$ cat src/rtl/i2ct_pkg.sv
package i2ct_pkg;

  // Bus phase of the target engine
  typedef enum logic [1:0] {
    PH_IDLE = 2'd0,  // ignoring bus until START
    PH_ADDR = 2'd1,  // receiving address byte
    PH_RX   = 2'd2,  // controller writes, engine receives
    PH_TX   = 2'd3   // controller reads, engine transmits
  } phase_t;

  // Host register selects
  localparam logic [1:0] SEL_DATA = 2'd0;
  localparam logic [1:0] SEL_OWN  = 2'd1;
  localparam logic [1:0] SEL_STAT = 2'd2;

  // Status bit positions
  localparam int ST_IRQ  = 0;
  localparam int ST_HIT  = 1;
  localparam int ST_TX   = 2;
  localparam int ST_NACK = 3;

endpackage

$ cat src/rtl/i2ct_sync.sv
module i2ct_sync #(
  parameter int STAGES = 2
) (
  input  logic clk,
  input  logic rst_n,
  input  logic scl_i,
  input  logic sda_i,
  output logic scl_s,
  output logic sda_s,
  output logic scl_rise,
  output logic scl_fall,
  output logic start_det,
  output logic stop_det
);

  localparam int N = (STAGES < 2) ? 2 : STAGES;

  logic [N-1:0] scl_ff, sda_ff;
  logic         scl_d, sda_d;

  // Synchronizer chain plus one delay stage for edge detection; idle bus is high
  always_ff @(posedge clk or negedge rst_n) begin
    if (!rst_n) begin
      scl_ff <= '1;
      sda_ff <= '1;
      scl_d  <= 1'b1;
      sda_d  <= 1'b1;
    end else begin
      scl_ff <= {scl_ff[N-2:0], scl_i};
      sda_ff <= {sda_ff[N-2:0], sda_i};
      scl_d  <= scl_ff[N-1];
      sda_d  <= sda_ff[N-1];
    end
  end

  assign scl_s     = scl_ff[N-1];
  assign sda_s     = sda_ff[N-1];
  assign scl_rise  = scl_s & ~scl_d;
  assign scl_fall  = ~scl_s & scl_d;
  // SDA edges while SCL stays high mark bus conditions
  assign start_det = scl_s & scl_d & sda_d & ~sda_s;
  assign stop_det  = scl_s & scl_d & ~sda_d & sda_s;

endmodule

$ cat src/rtl/i2ct_engine.sv
module i2ct_engine
  import i2ct_pkg::*;
#(
  parameter int DATA_W = 8
) (
  input  logic              clk,
  input  logic              rst_n,
  input  logic              scl_s,
  input  logic              sda_s,
  input  logic              scl_rise,
  input  logic              scl_fall,
  input  logic              start_det,
  input  logic              stop_det,
  input  logic [DATA_W-2:0] own_addr,
  input  logic              data_wr,
  input  logic              data_rd,
  input  logic [DATA_W-1:0] wdata,
  output logic              scl_oe,
  output logic              sda_oe,
  output logic              irq,
  output logic              addr_hit,
  output logic              tx_mode,
  output logic              nack_seen,
  output logic [DATA_W-1:0] data_q
);

  localparam int CNT_W = $clog2(DATA_W + 1);
  localparam logic [CNT_W-1:0] LAST_BIT = CNT_W'(DATA_W - 1);
  localparam logic [CNT_W-1:0] ACK_BIT  = CNT_W'(DATA_W);

  phase_t            phase_q;
  logic [CNT_W-1:0]  cnt_q;
  logic              lead_q;
  logic [DATA_W-1:0] shift_q;
  logic              hold_q, sda_q, irq_q, hit_q, tx_q, nack_q;
  logic              release_hold;

  // The hold ends only through the data access that matches the direction
  assign release_hold = hold_q & (tx_q ? data_wr : data_rd);

  always_ff @(posedge clk or negedge rst_n) begin
    if (!rst_n) begin
      phase_q <= PH_IDLE;
      cnt_q   <= '0;
      lead_q  <= 1'b0;
      shift_q <= '0;
      data_q  <= '0;
      hold_q  <= 1'b0;
      sda_q   <= 1'b0;
      irq_q   <= 1'b0;
      hit_q   <= 1'b0;
      tx_q    <= 1'b0;
      nack_q  <= 1'b0;
    end else begin
      if (data_wr) data_q <= wdata;
      if (release_hold) begin
        hold_q <= 1'b0;
        irq_q  <= 1'b0;
      end
      if (start_det) begin
        phase_q <= PH_ADDR;
        cnt_q   <= '0;
        lead_q  <= 1'b1;
        hold_q  <= 1'b0;
        irq_q   <= 1'b0;
        hit_q   <= 1'b0;
        sda_q   <= 1'b0;
        tx_q    <= 1'b0;
        nack_q  <= 1'b0;
      end else if (stop_det) begin
        phase_q <= PH_IDLE;
        lead_q  <= 1'b0;
        hold_q  <= 1'b0;
        irq_q   <= 1'b0;
        hit_q   <= 1'b0;
        sda_q   <= 1'b0;
      end else if (phase_q != PH_IDLE) begin
        if (scl_rise) begin
          if (cnt_q != ACK_BIT) begin
            if (phase_q != PH_TX) shift_q <= {shift_q[DATA_W-2:0], sda_s};
          end else if (phase_q == PH_TX) begin
            nack_q <= sda_s;
          end
        end
        if (scl_fall) begin
          if (lead_q) begin
            lead_q <= 1'b0;  // falling edge that completes the START
          end else if (cnt_q == LAST_BIT) begin
            cnt_q <= ACK_BIT;
            case (phase_q)
              PH_ADDR: begin
                if (shift_q[DATA_W-1:1] == own_addr) begin
                  hit_q  <= 1'b1;
                  irq_q  <= 1'b1;
                  hold_q <= 1'b1;
                  sda_q  <= 1'b1;
                  tx_q   <= shift_q[0];
                end else begin
                  phase_q <= PH_IDLE;
                end
              end
              PH_RX: begin
                data_q <= shift_q;
                irq_q  <= 1'b1;
                hold_q <= 1'b1;
                sda_q  <= 1'b1;
              end
              PH_TX: begin
                irq_q  <= 1'b1;
                hold_q <= 1'b1;
                sda_q  <= 1'b0;
              end
              default: ;
            endcase
          end else if (cnt_q == ACK_BIT) begin
            cnt_q <= '0;
            if (phase_q == PH_TX) begin
              if (nack_q) begin
                phase_q <= PH_IDLE;
                sda_q   <= 1'b0;
              end else begin
                shift_q <= data_q;
                sda_q   <= ~data_q[DATA_W-1];
              end
            end else begin
              phase_q <= tx_q ? PH_TX : PH_RX;
              if (tx_q) begin
                shift_q <= data_q;
                sda_q   <= ~data_q[DATA_W-1];
              end else begin
                sda_q <= 1'b0;
              end
            end
          end else begin
            cnt_q <= cnt_q + 1'b1;
            if (phase_q == PH_TX) begin
              shift_q <= {shift_q[DATA_W-2:0], 1'b0};
              sda_q   <= ~shift_q[DATA_W-2];
            end
          end
        end
      end
    end
  end

  assign scl_oe    = hold_q;
  assign sda_oe    = sda_q;
  assign irq       = irq_q;
  assign addr_hit  = hit_q;
  assign tx_mode   = tx_q;
  assign nack_seen = nack_q;


  stall_on_fall_chk: assert property (@(posedge clk) disable iff (!rst_n)
    $rose(hold_q) |-> $past(scl_fall));


  tx_release_chk: assert property (@(posedge clk) disable iff (!rst_n)
    (hold_q && tx_q && data_wr && !start_det && !stop_det) |=> !hold_q);


  rx_keep_hold_chk: assert property (@(posedge clk) disable iff (!rst_n)
    (hold_q && !tx_q && !data_rd && !start_det && !stop_det) |=> hold_q);


  idle_quiet_chk: assert property (@(posedge clk) disable iff (!rst_n)
    (phase_q == PH_IDLE) |-> (!sda_q && !hold_q));


  sda_low_scl_chk: assert property (@(posedge clk) disable iff (!rst_n)
    ((sda_q != $past(sda_q)) && !$past(start_det || stop_det)) |-> !$past(scl_s));

endmodule

$ cat src/rtl/i2ct_hostif.sv
module i2ct_hostif
  import i2ct_pkg::*;
#(
  parameter int DATA_W = 8
) (
  input  logic              clk,
  input  logic              rst_n,
  input  logic              reg_wr,
  input  logic              reg_rd,
  input  logic [1:0]        reg_sel,
  input  logic [DATA_W-1:0] reg_wdata,
  input  logic              irq,
  input  logic              addr_hit,
  input  logic              tx_mode,
  input  logic              nack_seen,
  input  logic [DATA_W-1:0] data_q,
  output logic [DATA_W-2:0] own_addr,
  output logic              data_wr,
  output logic              data_rd,
  output logic [DATA_W-1:0] reg_rdata
);

  localparam int ADDR_W = DATA_W - 1;

  logic [ADDR_W-1:0] own_q;
  logic [DATA_W-1:0] status;

  always_ff @(posedge clk or negedge rst_n) begin
    if (!rst_n) own_q <= '0;
    else if (reg_wr && reg_sel == SEL_OWN) own_q <= reg_wdata[ADDR_W-1:0];
  end

  always_comb begin
    status          = '0;
    status[ST_IRQ]  = irq;
    status[ST_HIT]  = addr_hit;
    status[ST_TX]   = tx_mode;
    status[ST_NACK] = nack_seen;
  end

  always_comb begin
    case (reg_sel)
      SEL_DATA: reg_rdata = data_q;
      SEL_OWN:  reg_rdata = {1'b0, own_q};
      SEL_STAT: reg_rdata = status;
      default:  reg_rdata = '0;
    endcase
  end

  assign data_wr  = reg_wr && (reg_sel == SEL_DATA);
  assign data_rd  = reg_rd && (reg_sel == SEL_DATA);
  assign own_addr = own_q;


  own_stable_chk: assert property (@(posedge clk) disable iff (!rst_n)
    !(reg_wr && reg_sel == SEL_OWN) |=> $stable(own_q));

endmodule

$ cat src/rtl/i2c_target_stretch.sv
module i2c_target_stretch
  import i2ct_pkg::*;
#(
  parameter int DATA_W      = 8,
  parameter int SYNC_STAGES = 2
) (
  input  logic              clk,
  input  logic              rst_n,
  input  logic              scl_i,
  input  logic              sda_i,
  output logic              scl_oe,
  output logic              sda_oe,
  input  logic              reg_wr,
  input  logic              reg_rd,
  input  logic [1:0]        reg_sel,
  input  logic [DATA_W-1:0] reg_wdata,
  output logic [DATA_W-1:0] reg_rdata,
  output logic              irq,
  output logic              addr_hit
);

  logic scl_s, sda_s, scl_rise, scl_fall, start_det, stop_det;
  logic data_wr, data_rd, tx_mode, nack_seen;
  logic [DATA_W-2:0] own_addr;
  logic [DATA_W-1:0] data_q;

  i2ct_sync #(.STAGES(SYNC_STAGES)) u_sync (
    .clk       (clk),
    .rst_n     (rst_n),
    .scl_i     (scl_i),
    .sda_i     (sda_i),
    .scl_s     (scl_s),
    .sda_s     (sda_s),
    .scl_rise  (scl_rise),
    .scl_fall  (scl_fall),
    .start_det (start_det),
    .stop_det  (stop_det)
  );

  i2ct_engine #(.DATA_W(DATA_W)) u_engine (
    .clk       (clk),
    .rst_n     (rst_n),
    .scl_s     (scl_s),
    .sda_s     (sda_s),
    .scl_rise  (scl_rise),
    .scl_fall  (scl_fall),
    .start_det (start_det),
    .stop_det  (stop_det),
    .own_addr  (own_addr),
    .data_wr   (data_wr),
    .data_rd   (data_rd),
    .wdata     (reg_wdata),
    .scl_oe    (scl_oe),
    .sda_oe    (sda_oe),
    .irq       (irq),
    .addr_hit  (addr_hit),
    .tx_mode   (tx_mode),
    .nack_seen (nack_seen),
    .data_q    (data_q)
  );

  i2ct_hostif #(.DATA_W(DATA_W)) u_hostif (
    .clk       (clk),
    .rst_n     (rst_n),
    .reg_wr    (reg_wr),
    .reg_rd    (reg_rd),
    .reg_sel   (reg_sel),
    .reg_wdata (reg_wdata),
    .irq       (irq),
    .addr_hit  (addr_hit),
    .tx_mode   (tx_mode),
    .nack_seen (nack_seen),
    .data_q    (data_q),
    .own_addr  (own_addr),
    .data_wr   (data_wr),
    .data_rd   (data_rd),
    .reg_rdata (reg_rdata)
  );

endmodule

$ cat config.mk
export PLATFORM = sky130hd
export DESIGN_NAME = i2c_target_stretch
export DESIGN_NICKNAME = d
export VERILOG_FILES = /design/src/rtl/i2ct_pkg.sv /design/src/rtl/i2ct_sync.sv /design/src/rtl/i2ct_engine.sv /design/src/rtl/i2ct_hostif.sv /design/src/rtl/i2c_target_stretch.sv
export SDC_FILE = /design/constraint.sdc
export NUM_CORES = 1
export LEC_CHECK = 0
export BUFFER_PORTS_ARGS = -buffer_cell sky130_fd_sc_hd__buf_2
export CORE_ASPECT_RATIO = 1.5
export CORE_MARGIN = 5
export CORE_UTILIZATION = 45
export DETAILED_ROUTE_END_ITERATION = 16
export SYNTH_ARGS = -nofsm -noshare
export SYNTH_HDL_FRONTEND = slang
export SYNTH_HIERARCHICAL = 1
export SYNTH_SLANG_ARGS = --single-unit
$ cat constraint.sdc
create_clock -name clk -period 2.76 [get_ports clk]
set_input_delay 0.552 -clock clk [delete_from_list [all_inputs] [get_ports clk]]
set_output_delay 0.552 -clock clk [all_outputs]
set_load 0.03 [all_outputs]
==> impl_metrics.json <==
{
  "status": "finished clean",
  "track_usage_pct": 18.1,
  "skew_ns": 0.00619,
  "finalCriticalPeriod_ns": 2.17,
  "ir_worst_vdd_mv": 0.345,
  "rr_startpoint": "u_engine/cnt_q[0]$_DFFE_PN0P_",
  "yosysTopAreaCell": "dfrtp_1",
  "io_pins": 28,
  "route.detailed.drc": 0,
  "cap_violations": 0,
  "gp_congestion": 0.827,
  "drive_gt1_share_pct": 19.7,
  "cts_hold_buf": 0,
  "wire_per_inst_um": 17.7,
  "cts_setup_buffers": 0,
  "synthArstFlopShare_pct": 100,
  "rsz0062_at_grt": "false",
  "hold_depth": 1,
  "grt_pass1_vias": 2110,
  "cp.required_ns": 2.94,
  "clk_latency_ns": 0.30,
  "hpwl_mm": 4.79,
  "path_class": "reg2reg",
  "setup-tns-final_ns": 0,
  "fill_cells": 554,
  "row_count": 34,
  "synth-seq-cells": 42,
  "timing.fmax_ghz": 0.461,
  "synth_common_cells": "36 x dfrtp_1, 28 x nor2_1, 25 x mux2i_1, 19 x a21oi_1, 14 x nand2_1",
  "cp-end-kind": "flop",
  "cts_root_buffer": "clkbuf_8",
  "synthTopCellsByArea": "dfrtp_1 34%, mux2i_1 9.5%, dfstp_2 6.0%",
  "powerDensity_nw_per_um2": 654,
  "syn_area_um2": 2630,
  "p_leak_nw": 1.26,
  "setup_violations": 0,
  "post_cts_resize_count": 0,
  "synth_cell_types": 48,
  "hp-class": "in2reg",
  "antenna_found_initial": 0,
  "grt_pass1_wl_mm": 10.6,
  "clk_pin_slew_ns": 0.08,
  "syn-instance-count": 267,
  "clock_path_buffers": 2,
  "dr.first_iter.drc_count": 163,
  "dr.pass1.iters": 4,
  "num-nets-final": 311,
  "vias": 2095,
  "tritoncts": "yes",
  "power_mw": 1.88,
  "slew_violations": 0,
  "synth_most_common_cell": "dfrtp_1",
  "period_share_pct": 78.6,
  "numCtsBuffers": 5,
  "reg2regPathDepth": 8,
  "cp-start-kind": "flop",
  "fp.dieH_um": 104,
  "fin_hold_ws_ns": 0.347,
  "diodes": 0,
  "rrSetupSlack_ns": 0.59,
  "yosysWarnings": 6,
  "vias_per_cell": 5.79,
  "portBuffers": 27,
  "drtAntennaViolNets": 0,
  "die_area_um2": 7510,
  "finalWirelength_mm": 6.40,
  "cts_max_level": 2,
  "ys.flop_type": "dfrtp_1",
  "worstPathArrival_ns": 2.35,
  "synth_edf_count": 0,
  "coreArea_um2": 5740,
  "fp.dieW_um": 72.4,
  "slew_headroom_pct": 36.6,
  "synth_top_area_share_pct": 34.2,
  "area_growth_pct": 9.42,
  "grt_start_max_net_pins": 43,
  "tightest_slew_ns": 0.951,
  "setup.worst_path.start": "u_engine/cnt_q[0]$_DFFE_PN0P_",
  "timing.rr.end": "u_engine/shift_q[1]$_DFFE_PN0P_",
  "path_max_fanout": 9,
  "finalHoldViolCount": 0,
  "seq_area_frac_synth_pct": 40.2,
  "synth_fp_nets": 289,
  "endpoint": "u_engine/shift_q[1]$_DFFE_PN0P_",
  "grt_overflow": 0,
  "syn_avg_cell_area_um2": 9.85,
  "clock-sinks": 42,
  "initial_utilization_pct": 45.8
}
[cell families after synthesis]
family	Yosys count	synth area share (%)
buffers and inverters	25	5.18
and+or+nand+nor	84	16.7
DFF	42	40.2
AOI/OAI and AO/OA	70	19.7
xor gates and xnor gates	7	2.33
adders and majority gates	6	2.85
muxes	33	12.9
[per-stage QoR]
stage | utilization, % | setup slack, ns | instance area [um^2] | cells
floorplan | - | 0.813 | 2630 | 267
global placement | 48.5 | 0.492 | 2780 | 354
detailed placement | 48.5 | 0.529 | 2780 | 354
CTS | 50.1 | 0.574 | 2880 | 362
global route | 50.1 | 0.401 | 2880 | 362
finish | 50.1 | 0.590 | 2880 | 362
[sequential cells by signal, indices dropped and copies added, names as in the netlist, 2 cells and up]
register and cells:
u_engine/cnt_q 4, u_engine/shift_q 8, u_sync/sda_ff 2, u_engine/data_q 8, u_engine/phase_q 2, u_sync/scl_ff 2, u_hostif/own_addr 7
[critical path, cell delays in order (launching register included)]
cell and delay [ns]:
dfrtp_1 0.43, inv_1 0.06, ha_1 0.22, and3b_1 0.30
nor3b_2 0.26, buf_4 0.23, mux2i_1 0.20, a211oi_1 0.06
a221o_1 0.28
[area by class of cell]
| cell class | instances | area (um^2) | area share, % |
|---|---|---|---|
| Multi-Input combinational cell | 200 | 1440 | 49.9 |
| Sequential cell | 42 | 1060 | 36.8 |
| Timing Repair Buffer | 31 | 165 | 5.74 |
| Tap cell | 72 | 90.1 | 3.13 |
| Clock buffer | 6 | 82.6 | 2.87 |
| Inverter | 9 | 33.8 | 1.17 |
| Clock inverter | 2 | 12.5 | 0.435 |
[metal layers]
metal  wire, um  GRT usage, %  share of wire [%]  up-vias
met5          0             0                  0        -
li1           -             -                  -     1017
met3        244          4.17                3.8       12
met2       3500          32.6                 55       51
met1       2520          20.1                 39     1015
met4        137          6.33                2.1        0
[power by group]
part | internal (mW) | total (mW) | switching, mW
Clock | 0.201 | 0.422 | 0.221
Sequential | 0.735 | 0.929 | 0.194
Combinational | 0.256 | 0.531 | 0.274
Total | 1.19 | 1.88 | 0.689
[layout by cell type (no fill, tap or decap), drive strengths merged, types with 2 or more instances in the layout]
master,Yosys,layout
dfrtp,36,36
a21oi,20,20
nand2b,9,9
and4b,2,2
o21bai,6,6
inv,9,9
o2bb2ai,5,5
a31o,2,2
a221o,7,7
dfstp,6,6
xnor2,7,7
mux2i,25,25
ha,6,6
buf,9,31
a22o,6,6
nand3,5,5
and2,4,4
a311oi,2,2
nand4,4,4
o211ai,2,2
nand3b,3,3
o21ai,3,3
clkbuf,7,6
nand2,14,14
nor2,28,28
a31oi,4,4
nor2b,3,3
nor3,7,7
and3b,2,2
mux2,8,8
a211oi,6,6
[worst min-delay path by stage]
stage	startpoint	to	slack, ns
floorplan	rst_n	u_engine/addr_hit$_DFFE_PN0P_	0.26
global placement	u_sync/sda_ff[0]$_DFF_PN1_	u_sync/sda_ff[1]$_DFF_PN1_	0.35
detailed placement	u_sync/scl_ff[0]$_DFF_PN1_	u_sync/scl_ff[1]$_DFF_PN1_	0.35
CTS	scl_i	u_sync/scl_ff[0]$_DFF_PN1_	0.34
global route	scl_i	u_sync/scl_ff[0]$_DFF_PN1_	0.33
finish	scl_i	u_sync/scl_ff[0]$_DFF_PN1_	0.35
(Power assumes the default switching activity.)
